<file path="config.mk">
export PLATFORM = sky130hd
export DESIGN_NAME = ac_link_frame_tx
export DESIGN_NICKNAME = d
export VERILOG_FILES = /design/src/rtl/ac_link_frame_tx.sv
export SDC_FILE = /design/constraint.sdc
export NUM_CORES = 1
export LEC_CHECK = 0
export BUFFER_PORTS_ARGS = -buffer_cell sky130_fd_sc_hd__buf_2
export CORE_MARGIN = 10
export CORE_UTILIZATION = 55
export CTS_BUF_LIST = sky130_fd_sc_hd__clkbuf_4
export CTS_CLUSTER_DIAMETER = 200
export DETAILED_ROUTE_END_ITERATION = 7
export GPL_TIMING_DRIVEN = 0
export PLACE_DENSITY = 0.8
export REMOVE_ABC_BUFFERS = 1
export SKIP_LAST_GASP = 1
export SLEW_MARGIN = 5
export SYNTH_ARGS = -nofsm -noshare
export SYNTH_HDL_FRONTEND = slang
export SYNTH_SLANG_ARGS = --single-unit
</file>
<file path="constraint.sdc">
create_clock -name clk -period 3 [get_ports clk]
set_input_delay 0.15 -clock clk [delete_from_list [all_inputs] [get_ports clk]]
set_output_delay 0.15 -clock clk [all_outputs]
set_load 0.01 [all_outputs]
</file>
<file path="src/rtl/ac_link_frame_tx.sv">
module ac_link_frame_tx #(
  parameter int TAG_W   = 16,
  parameter int SLOT_W  = 20,
  parameter int N_SLOTS = 13
) (
  input  logic                               clk,
  input  logic                               rst_n,
  input  logic                               fsync,
  input  logic                               cready,
  input  logic [SLOT_W-1:0]                  tx_data,
  input  logic                               tx_valid,
  output logic                               tx_ready,
  output logic                               sdo,
  output logic                               underrun,
  output logic [$clog2(N_SLOTS)-1:0]         slot_idx,
  output logic [$clog2(TAG_W + (N_SLOTS-1)*SLOT_W)-1:0] bit_cnt
);

  localparam int FRAME_LEN = TAG_W + (N_SLOTS-1)*SLOT_W;
  localparam int CW  = $clog2(FRAME_LEN);
  localparam int SIW = $clog2(N_SLOTS);
  localparam int PW  = $clog2(SLOT_W);
  localparam logic [PW-1:0]  TAG_LAST  = PW'(TAG_W-1);
  localparam logic [PW-1:0]  SLOT_LAST = PW'(SLOT_W-1);
  localparam logic [SIW-1:0] SLOT_MAX  = SIW'(N_SLOTS-1);

  logic              fs_q, on_q, sdo_q, und_q;
  logic [SIW-1:0]    slot_q, slot_n;
  logic [PW-1:0]     pos_q, pos_n, last_pos;
  logic [CW-1:0]     cnt_q, cnt_n;
  logic [SLOT_W-1:0] sh_q, word;
  logic              fs_rise, slot_end, wrap, on_n, start_n, take;

  assign fs_rise  = fsync & ~fs_q;
  assign last_pos = (slot_q == '0) ? TAG_LAST : SLOT_LAST;
  assign slot_end = (pos_q == last_pos);
  assign wrap     = fs_rise | (slot_end & (slot_q == SLOT_MAX));
  assign slot_n   = wrap ? '0 : (slot_end ? slot_q + SIW'(1) : slot_q);
  assign pos_n    = (wrap | slot_end) ? '0 : pos_q + PW'(1);
  assign cnt_n    = wrap ? '0 : cnt_q + CW'(1);
  assign on_n     = wrap ? cready : (on_q & cready);
  assign start_n  = (pos_n == '0);
  assign tx_ready = start_n & on_n;
  assign take     = tx_ready & tx_valid;
  assign word     = !take ? '0 :
                    (slot_n == '0) ? {tx_data[TAG_W-1:0], {(SLOT_W-TAG_W){1'b0}}} : tx_data;

  always_ff @(posedge clk or negedge rst_n) begin
    if (!rst_n) begin
      fs_q   <= 1'b0;
      on_q   <= 1'b0;
      slot_q <= SLOT_MAX;
      pos_q  <= SLOT_LAST;
      cnt_q  <= CW'(FRAME_LEN-1);
      sh_q   <= '0;
      sdo_q  <= 1'b0;
      und_q  <= 1'b0;
    end else begin
      fs_q   <= fsync;
      on_q   <= on_n;
      slot_q <= slot_n;
      pos_q  <= pos_n;
      cnt_q  <= cnt_n;
      und_q  <= tx_ready & ~tx_valid;
      if (start_n) begin
        sdo_q <= on_n & word[SLOT_W-1];
        sh_q  <= {word[SLOT_W-2:0], 1'b0};
      end else begin
        sdo_q <= on_n & sh_q[SLOT_W-1];
        sh_q  <= {sh_q[SLOT_W-2:0], 1'b0};
      end
    end
  end

  assign sdo      = sdo_q;
  assign underrun = und_q;
  assign slot_idx = slot_q;
  assign bit_cnt  = cnt_q;

  p_sync_start_r1: assert property (@(posedge clk) disable iff (!rst_n)
    fs_rise |=> (bit_cnt == '0 && slot_idx == '0));
  p_slot_range_r2: assert property (@(posedge clk) disable iff (!rst_n)
    slot_idx <= SLOT_MAX);
  p_frame_head_r2: assert property (@(posedge clk) disable iff (!rst_n)
    (bit_cnt == '0) |-> (slot_idx == '0));
  p_pop_align_r7: assert property (@(posedge clk) disable iff (!rst_n)
    tx_ready |=> (pos_q == '0));
  p_gate_off_r6: assert property (@(posedge clk) disable iff (!rst_n)
    !cready |=> !sdo);
  p_underrun_zero_r8: assert property (@(posedge clk) disable iff (!rst_n)
    underrun |-> !sdo);

endmodule

</file>
==> metrics.txt, run 1 <==
outcome=completed; main area contributors after synthesis=dfrtp_1 (35%), dfstp_2 (18%), mux2i_1 (8.8%); Tot GR Track Use=13.12%; H-tree depth=2; Total Nets Final=246; largest net degree at the start of global routing=41; placed cells=252; clock sink count=40; peak supply drop=0.2603 mV; cell area power density=565.4 nW/µm²; DIE AREA=6262 µm²; Reg2Reg Setup Slack=280 ps; Critical Path AT=3020 ps; top-count cell post-synth=dfrtp_1; Die Ht=79.13 µm; first-pass GRT wire length=6630 µm; top cell family by delay on the critical path=simple AND/OR/NAND/NOR gates; R2R depth=7; number of antenna violations at the first check in global routing=0; CP bufs+invs=0; fin crit share=90.77%; sequential share of power=54.3%; distinct cell type count after synthesis=34; crit start category=flip-flop; Routed WL=3839 µm; post-synthesis async set-or-reset flop share=100.0%; skew final=16.98 ps; worst path cell trace=ha_1 > nand4bb_4 > mux2_4 > o311a_2 > or3b_4 > nor2_1 > a22o_1; Final Max Slew Viols=0; wire per inst=14.54 µm; post-layout util=66.59%; Crit-path slowest cell=dfstp_2; Clk Latency, worst-skew pair=360 ps; Core Rows=21; TritonCTS clock tree=yes; cell count after synthesis=175; CTS Buf Count=5; DRC=0; crit path time final=2723 ps; Yosys top cell area share=35.13%; Post-Syn Area=1923 µm²; largest stage delay on the critical path=570 ps; clock power share=21.5%; most common flop cell mapped by yosys=dfrtp_1; Root Driver=clkbuf_4; Final Hold Violating Endpoints=0; Post-synth EDFFs=0; vias post-DR=1385; Worst Hold Class=in2reg; Placer Congestion=0.8485; vias per inst=5.246; initial core utilization=57.18%; vias in the first global route=1464; GRT busiest layer=met2; Final HPWL DP=2835 µm; I/O Pins=40; clk buf depth=2; met3 Usage GRT=5.743%; setup violators final=0; Non-Filler Instances=264; Worst Path Required=3300 ps; Commonest cells post-synth=dfrtp_1 (27), nand2_1 (24), mux2i_1 (17); grt ovf=0; critical path depth=7; PortBufs=39; clock slew at reported path FFs=130 ps; # diodes=0; Core ar.=3363 µm²; Die W=79.13 µm; Hold Path Depth=2; filler cell count in the final layout=273; Internal Power=0.8590 mW; Leakage=1.147 nW; max_cap viols=0; sequential element share of the synthesized area=52.90%; area delta synth->final=16.46%; synthesis warning total=0; Worst slew margin=42.95%; Gate power share=24.2%; Synth area leader=dfrtp_1; Pre-antenna DRT Iters=4; unrepaired setup endpoints after global routing=no; Syn Area/Cell=10.99 µm²; CP Class=reg2reg; worst-path maximum fanout=22; Psw=0.4072 mW; initial drt markers=69; CP Capture Type=flip-flop; #FFs+latches synth=40; Fmax=0.3672 GHz; Worst-Margin Slew=855.8 ps; Sw Share=32.16%; met1 GRT Util=15.39%; remaining antenna violation count=0; share of cells above drive strength 1=32.57%; M2 GR Usage=20.88%
cells in the final DEF, fill, tap and decap left out, types with 4 or more instances in the layout:
cell type | netlist | final
o21ai_0 | 6 | 6
o21ai_1 | 10 | 10
nor2_1 | 15 | 15
nand2_1 | 24 | 24
dfstp_2 | 13 | 13
xnor2_1 | 8 | 8
clkbuf_4 | 0 | 5
buf_2 | 1 | 39
dfrtp_1 | 27 | 27
inv_1 | 5 | 5
ha_1 | 4 | 4
nand3_1 | 7 | 7
mux2i_1 | 17 | 17
sequential cells by signal (all words and copies together) (netlist names):
signal    flops
fs_q          1
underrun      1
sdo           1
bit_cnt       8
sh_q         19
on_q          1
pos_q         5
slot_idx      4
worst reg2reg max path, delay by kind of cell (launching register included):
family,cells,cell delay [ps]
flops,1,570
simple gates,3,1010
fa+ha+maj,1,320
compound gates,2,450
mux,1,350
kinds of logic (layout without fill, tap and decap cells):
group                    Yosys count  count (layout)  synth area share, %
adder cells (fa/ha/maj)            4               4                2.603
buffers and inverters             14              57                3.578
AND/OR/NAND/NOR                   58              58                14.90
flip-flops                        40              40                52.90
multiplexers                      18              18                9.629
AO/OA/AOI/OAI                     30              30                11.39
XOR/XNOR                          11              11                5.010
final cells by class:
type                    count  area [µm²]  share of cell area [%]
multi-input cells         121       840.8                   37.54
inverters                   6       22.52                   1.006
clock buffers               5       37.54                   1.676
clock inverters             3       18.77                  0.8380
well taps                  46       57.56                   2.570
flip-flops and latches     40        1017                   45.42
repair buffers             43       245.2                   10.95
routing by layer:
layer	vias to the layer above	wire, µm
li1	683	-
met4	0	54
met3	8	239
met1	659	1760
met5	-	0
met2	35	1786
per-stage QoR:
step | setup slack [ps] | total power, mW | TNS, ps | instance area, µm² | hold slack, ps
after floorplan | -26.74 | 0.8935 | -96.03 | 1877 | -145.6
after global placement | -345.1 | 0.9809 | -5378 | 2130 | 273.3
after detailed placement | -428.6 | 0.9973 | -6861 | 2130 | 278.5
after CTS | 114.9 | 1.277 | 0 | 2238 | 3.494
after global routing | 90.55 | 1.361 | 0 | 2240 | 0.9617
final | 277.0 | 1.266 | 0 | 2240 | 5.181
power groups by stage:
stage / Combinational [mW] / Clock (mW) / Sequential (mW)
2_1_floorplan: 0.195 / 0 / 0.699
3_3_place_gp: 0.290 / 0 / 0.691
3_5_place_dp: 0.299 / 0 / 0.698
4_1_cts: 0.308 / 0.281 / 0.688
5_1_grt: 0.352 / 0.307 / 0.702
6_report: 0.306 / 0.273 / 0.688
repair_timing:
action	in CTS	in global routing
pin swaps	1	0
setup buffers	1	0
setup endpoints to repair	20	4
hold buffers	3	0
gates resized for setup	1	1
hold endpoints to repair	29	0
path summary, 6_finish.rpt:
check | start | end
worst max-delay path | pos_q[0] | sh_q[4]
worst min-delay path | tx_data[0] | sh_q[1]
worst max register to register | pos_q[0] | sh_q[4]
worst min register to register | sh_q[18] | sh_q[19]
max in group asynchronous | rst_n | sh_q[17]
min in group asynchronous | rst_n | slot_idx[1]
Power figures use the tool's default switching activity.
==> inputs of run 2 (changes only) <==
CORE_UTILIZATION = 56   (was 55)
PLACE_DENSITY = 0.81   (was 0.8)
==> run 2 against run 1 <==
- critical path depth is the same
- sequential cell count unchanged
- via count up 3.0%
- worst setup slack lost 34 ps
- clock-buffer cell count rose by 1
- worst hold slack better by 15 ps
==> metrics.txt, run 2 (synthesis gave the netlist of run 1 again) <==
cell area power density=601.5 nW/µm² (+6.4%); PortBufs=39 (unchanged); vias per inst=5.405 (+3.0%); max_cap viols=0 (unchanged); Worst Path Required=3300 ps (about the same); Sw Share=30.01% (-2.1 points); largest stage delay on the critical path=580 ps (about the same); number of antenna violations at the first check in global routing=0 (unchanged); outcome=completed; Routed WL=4156 µm (+8.3%); clock sink count=40 (unchanged); setup violators final=0 (unchanged); Placer Congestion=0.8053 (-5.1%); initial drt markers=60 (-13%); DIE AREA=6178 µm² (-1.3%); dpl cell area=2130 µm² (unchanged); Design Area, Final=2263 µm² (+1.1%); R2R depth=7 (unchanged); worst hold slack=20.16 ps (+14.98 ps); remaining antenna violation count=0 (unchanged); post-layout util=67.83% (+1.2 points); share of cells above drive strength 1=32.57% (unchanged); Final Max Slew Viols=0 (unchanged); Worst slew margin=43.35% (+0.40 points); vias in the first global route=1502 (+2.6%); initial core utilization=57.63% (+0.45 points); Hold Path Depth=2 (unchanged); Worst Hold Class=in2reg; largest register by flop count=sh_q; Die Ht=78.60 µm (-0.67%); CTS Buf Count=5 (unchanged); Worst-Margin Slew=849.8 ps (-6.011 ps); worst path cell trace=ha_1 > nand4bb_4 > mux2_4 > o311a_2 > or3b_4 > nor2_1 > a22o_1; Crit-path slowest cell=dfstp_2; commonest cells after routing, fill and taps aside=buf_2 (39), dfrtp_1 (27), nand2_1 (24); # diodes=0 (unchanged); CP Capture Type=flip-flop; skew final=7.006 ps (-9.976 ps); sequential share of power=50.8% (-3.5 points); Root Driver=clkbuf_4; Fmax=0.3627 GHz (-1.2%); Tot GR Track Use=13.85% (+0.73 points); crit start category=flip-flop; Die W=78.60 µm (-0.67%); clock slew at reported path FFs=110 ps (-20 ps); CP Class=reg2reg; wire per inst=15.74 µm (+8.3%); Final Hold Violating Endpoints=0 (unchanged); Final HPWL DP=2988 µm (+5.4%); worst-path maximum fanout=22 (unchanged); Psw=0.4086 mW (+0.34%); vias post-DR=1427 (+3.0%); I/O Pins=40 (unchanged); largest net degree at the start of global routing=41 (unchanged); fin crit share=91.91% (+1.1 points); clk buf depth=2 (unchanged); H-tree depth=2 (unchanged); peak supply drop=0.3092 mV (+19%); commonest non-fill, non-tap cell in the layout=buf_2; setup_tns=0 ps (unchanged); filler cell count in the final layout=275 (+0.73%); grt ovf=0 (unchanged); Critical Path AT=3060 ps (+40 ps); clock power share=26.5% (+5.0 points); Largest register FFs=19 (unchanged); Pre-antenna DRT Iters=4 (unchanged); Internal Power=0.9529 mW (+11%); area delta synth->final=17.70%; total chip power=1.361 mW (+7.5%); Core ar.=3337 µm² (-0.78%); TritonCTS clock tree=yes; crit path time final=2757 ps (+34.29 ps); first-pass GRT wire length=6893 µm (+4.0%); Total Nets Final=246 (unchanged); Leakage=1.157 nW (+0.93%); DRC=0 (unchanged); Core Rows=21 (unchanged); unrepaired setup endpoints after global routing=no; Clk Latency, worst-skew pair=360 ps (about the same); Gate power share=22.6% (-1.6 points)
## run 2: cell types whose count changed in the layout (fill, tap and decap cells not counted)
cell,previous run,this run
bufinv_16,0,1
clkbuf_4,5,6
clkinv_2,2,1
clkinv_4,1,0
## run 2: through the flow
step / setup slack, ps / cells
floorplan: -26.74 / 167
global placement: -329.8 / 252
detailed placement: -394.6 / 252
CTS: 110.9 / 264
global route: 113.6 / 264
finish: 242.7 / 264
## run 2: cell type report
| cell class | instances | area, µm² | share of cell area (%) |
|---|---|---|---|
| Clock buffer | 6 | 45.04 | 1.990 |
| Multi-Input combinational cell | 121 | 840.8 | 37.15 |
| Sequential cell | 40 | 1017 | 44.94 |
| Inverter | 6 | 22.52 | 0.9950 |
| Tap cell | 46 | 57.56 | 2.543 |
| Clock inverter | 2 | 35.03 | 1.548 |
| Timing Repair Buffer | 43 | 245.2 | 10.83 |
## run 2: worst paths after layout
path                       startpoint          end  slack [ps]
setup / recovery             pos_q[0]      sh_q[4]         240
setup reg to reg             pos_q[0]      sh_q[4]         240
hold / removal             tx_data[0]      sh_q[1]          20
hold reg to reg              sh_q[18]     sh_q[19]         470
min in group asynchronous       rst_n  slot_idx[0]         450
max in group asynchronous       rst_n      sh_q[9]        2020
## run 2: power groups by stage
stage	clock network, mW	registers [mW]	logic, mW
2_1_floorplan	0	0.699	0.195
3_3_place_gp	0	0.693	0.288
3_5_place_dp	0	0.700	0.298
4_1_cts	0.362	0.691	0.307
5_1_grt	0.389	0.700	0.340
6_report	0.361	0.692	0.308
## run 2: per-layer routing
metal	global-route usage, %	up-vias	routed length (µm)
li1	-	679	-
met1	15.57	701	1806
met2	22.45	40	1988
met3	6.264	7	281
met4	5.556	0	79
met5	0	-	0
## run 2: critical path: cells and delay by family (launching register included)
family | cells | cell delay, ps
flops | 1 | 580
compound gates | 2 | 470
mux | 1 | 350
fa+ha+maj | 1 | 320
simple gates | 3 | 980
## run 2: repair_timing
item | CTS | global route
buffers inserted | 1 | 0
resized for setup | 1 | 1
pin swaps | 1 | 0
setup endpoints to repair | 20 | 4
hold buffers | 3 | 0
hold endpoints to repair | 29 | 0
==> inputs of run 3 (changes only) <==
CTS_BUF_LIST = sky130_fd_sc_hd__clkbuf_8   (was sky130_fd_sc_hd__clkbuf_4)
==> run 3 against run 2 <==
- die area unchanged
- sequential share of layout area down 0.35 points
- clock-buffer cell count down 1
- global-route usage down 0.095 points
- non-clock buffer count down 1
- via count down 0.42%
- clock power up 18%
- cell count down 0.38%
- core utilization up 0.53 points
- worst hold slack better by 14 ps
==> metrics.txt, run 3 (synthesis gave the netlist of run 1 again) <==
pre-CTS setup slack=-394.6 ps (unchanged); Crit-path slowest cell=dfstp_2; worst-path maximum fanout=22 (unchanged); I/O Pins=40 (unchanged); number of antenna violations at the first check in global routing=0 (unchanged); Sw Share=28.95% (-1.1 points); grt ovf=0 (unchanged); Fmax=0.3650 GHz (+0.64%); vias in the first global route=1518 (+1.1%); Final Max Slew Viols=0 (unchanged); Final Hold Violating Endpoints=0 (unchanged); # diodes=0 (unchanged); DR WL met2=1944 µm (-2.2%); Total Nets Final=245 (-0.41%); DRC=0 (unchanged); Largest register FFs=19 (unchanged); Metal-1 WL=1724 µm (-4.5%); peak supply drop=0.3305 mV (+6.9%); initial drt markers=84 (+40%); CP Capture Type=flip-flop; crit start category=flip-flop; Psw=0.4123 mW (+0.91%); CTS Buf Count=5 (unchanged); fin crit share=91.32% (-0.59 points); clk buf depth=2 (unchanged); Core Rows=21 (unchanged); Gate power share=21.5% (-1.1 points); share of cells above drive strength 1=32.26% (-0.31 points); clock slew at reported path FFs=70 ps (-40 ps); Internal Power=1.012 mW (+6.2%); Routed WL=4056 µm (-2.4%); clock power share=30.0% (+3.5 points); remaining antenna violation count=0 (unchanged); Final WS setup=260.3 ps (+17.58 ps); Non-Filler Instances=263 (-0.38%); sequential share of power=48.5% (-2.3 points); top cell family by delay on the critical path=simple AND/OR/NAND/NOR gates; Final HPWL DP=2988 µm (unchanged); outcome=completed; largest net degree at the start of global routing=41 (unchanged); Core ar.=3337 µm² (unchanged); largest stage delay on the critical path=560 ps (-20 ps); TritonCTS clock tree=yes; Worst Path Required=3230 ps (-70 ps); R2R depth=7 (unchanged); vias post-DR=1421 (-0.42%); CP bufs+invs=0 (unchanged); commonest cells after routing, fill and taps aside=buf_2 (39), dfrtp_1 (27), nand2_1 (24); wire per inst=15.42 µm (-2.0%); largest register by flop count=sh_q; Worst Hold Class=in2reg; dpl cell area=2130 µm² (unchanged); commonest non-fill, non-tap cell in the layout=buf_2; critical path depth=7 (unchanged); Placer Congestion=0.8053 (unchanged); H-tree depth=2 (unchanged); Worst slew margin=43.29% (-0.053 points); Critical Path AT=2970 ps (-90 ps); Die Ht=78.60 µm (unchanged); worst path cell trace=ha_1 > nand4bb_4 > mux2_4 > o311a_2 > or3b_4 > nor2_1 > a22o_1; Design Area, Final=2281 µm² (+0.77%); PortBufs=39 (unchanged); max_cap viols=0 (unchanged); vias per inst=5.403 (about the same); area delta synth->final=18.61%; CP Class=reg2reg; clock sink count=40 (unchanged); crit path time final=2740 ps (-17.58 ps); skew final=4.724 ps (-2.282 ps); DR WL met3=303 µm (+7.8%); setup violators final=0 (unchanged); Tot GR Track Use=13.76% (-0.095 points); Die W=78.60 µm (unchanged); worst hold slack=33.68 ps (+13.52 ps); unrepaired setup endpoints after global routing=no; cell area power density=624.4 nW/µm² (+3.8%); initial core utilization=57.63% (unchanged); DIE AREA=6178 µm² (unchanged); placed cells=252 (unchanged); Hold Path Depth=2 (unchanged); Worst-Margin Slew=850.6 ps (+0.7961 ps); Pre-antenna DRT Iters=4 (unchanged); first-pass GRT wire length=6879 µm (-0.20%); Root Driver=clkbuf_8; Top Layer Used=met4; Clk Latency, worst-skew pair=290 ps (-70 ps); Leakage=1.167 nW (+0.82%)
[run 3: changes by cell type in the layout (fill, tap and decap cells not counted)]
cell           delta
clkbuf_4          -6
inv_1             +1
dlygate4sd3_1     -1
clkbuf_8          +5
[run 3: final timing paths]
check / from / end / slack [ps]
worst max-delay path: pos_q[0] / sh_q[4] / 260
worst min-delay path: tx_valid / underrun / 30
worst max register to register: pos_q[0] / sh_q[4] / 260
worst min register to register: sh_q[17] / sh_q[18] / 460
max in group asynchronous: rst_n / sh_q[9] / 1940
min in group asynchronous: rst_n / slot_idx[0] / 530
[run 3: power by group through the flow]
| stage | Sequential [mW] | Clock (mW) | Combinational, mW |
|---|---|---|---|
| finish | 0.691 | 0.427 | 0.306 |
| global route | 0.701 | 0.459 | 0.339 |
| CTS | 0.691 | 0.429 | 0.306 |
| detailed placement | 0.700 | 0 | 0.298 |
| global placement | 0.693 | 0 | 0.288 |
| floorplan | 0.699 | 0 | 0.195 |
[run 3: worst register-to-register path: cells and delay by family (launching register included)]
| family | cells | cell delay, ps |
|---|---|---|
| AND/OR/NAND/NOR | 3 | 990 |
| flip-flops | 1 | 560 |
| AO/OA/AOI/OAI | 2 | 470 |
| multiplexers | 1 | 350 |
| adder cells (fa/ha/maj) | 1 | 320 |
[run 3: metrics by stage]
stage	util, %	TNS [ps]	total power [mW]
3_5_place_dp	63.82	-6244	0.9980
4_1_cts	68.32	0	1.427
2_1_floorplan	-	-96.03	0.8935
5_1_grt	68.35	0	1.498
6_report	68.35	0	1.424
3_3_place_gp	63.82	-5095	0.9804
[run 3: per-layer routing]
layer | vias to the layer above | global-route usage, %
li1 | 681 | -
met1 | 684 | 15.36
met2 | 49 | 22.29
met3 | 7 | 6.150
met4 | 0 | 5.914
met5 | - | 0
[run 3: what timing repair did]
item,in CTS,in global routing
buffers inserted,1,0
pin swaps,1,0
hold buffers,2,0
resized for setup,1,1
hold endpoints to repair,28,0
endpoints found under the setup margin,20,4
[run 3: layout make-up]
class                           count  area (µm²)
Timing Repair Buffer               42       235.2
Sequential cell                    40        1017
Tap cell                           46       57.56
Clock inverter                      3       38.79
Multi-Input combinational cell    121       840.8
Fill cell                         267        1056
Clock buffer                        5       68.82
Inverter                            6       22.52
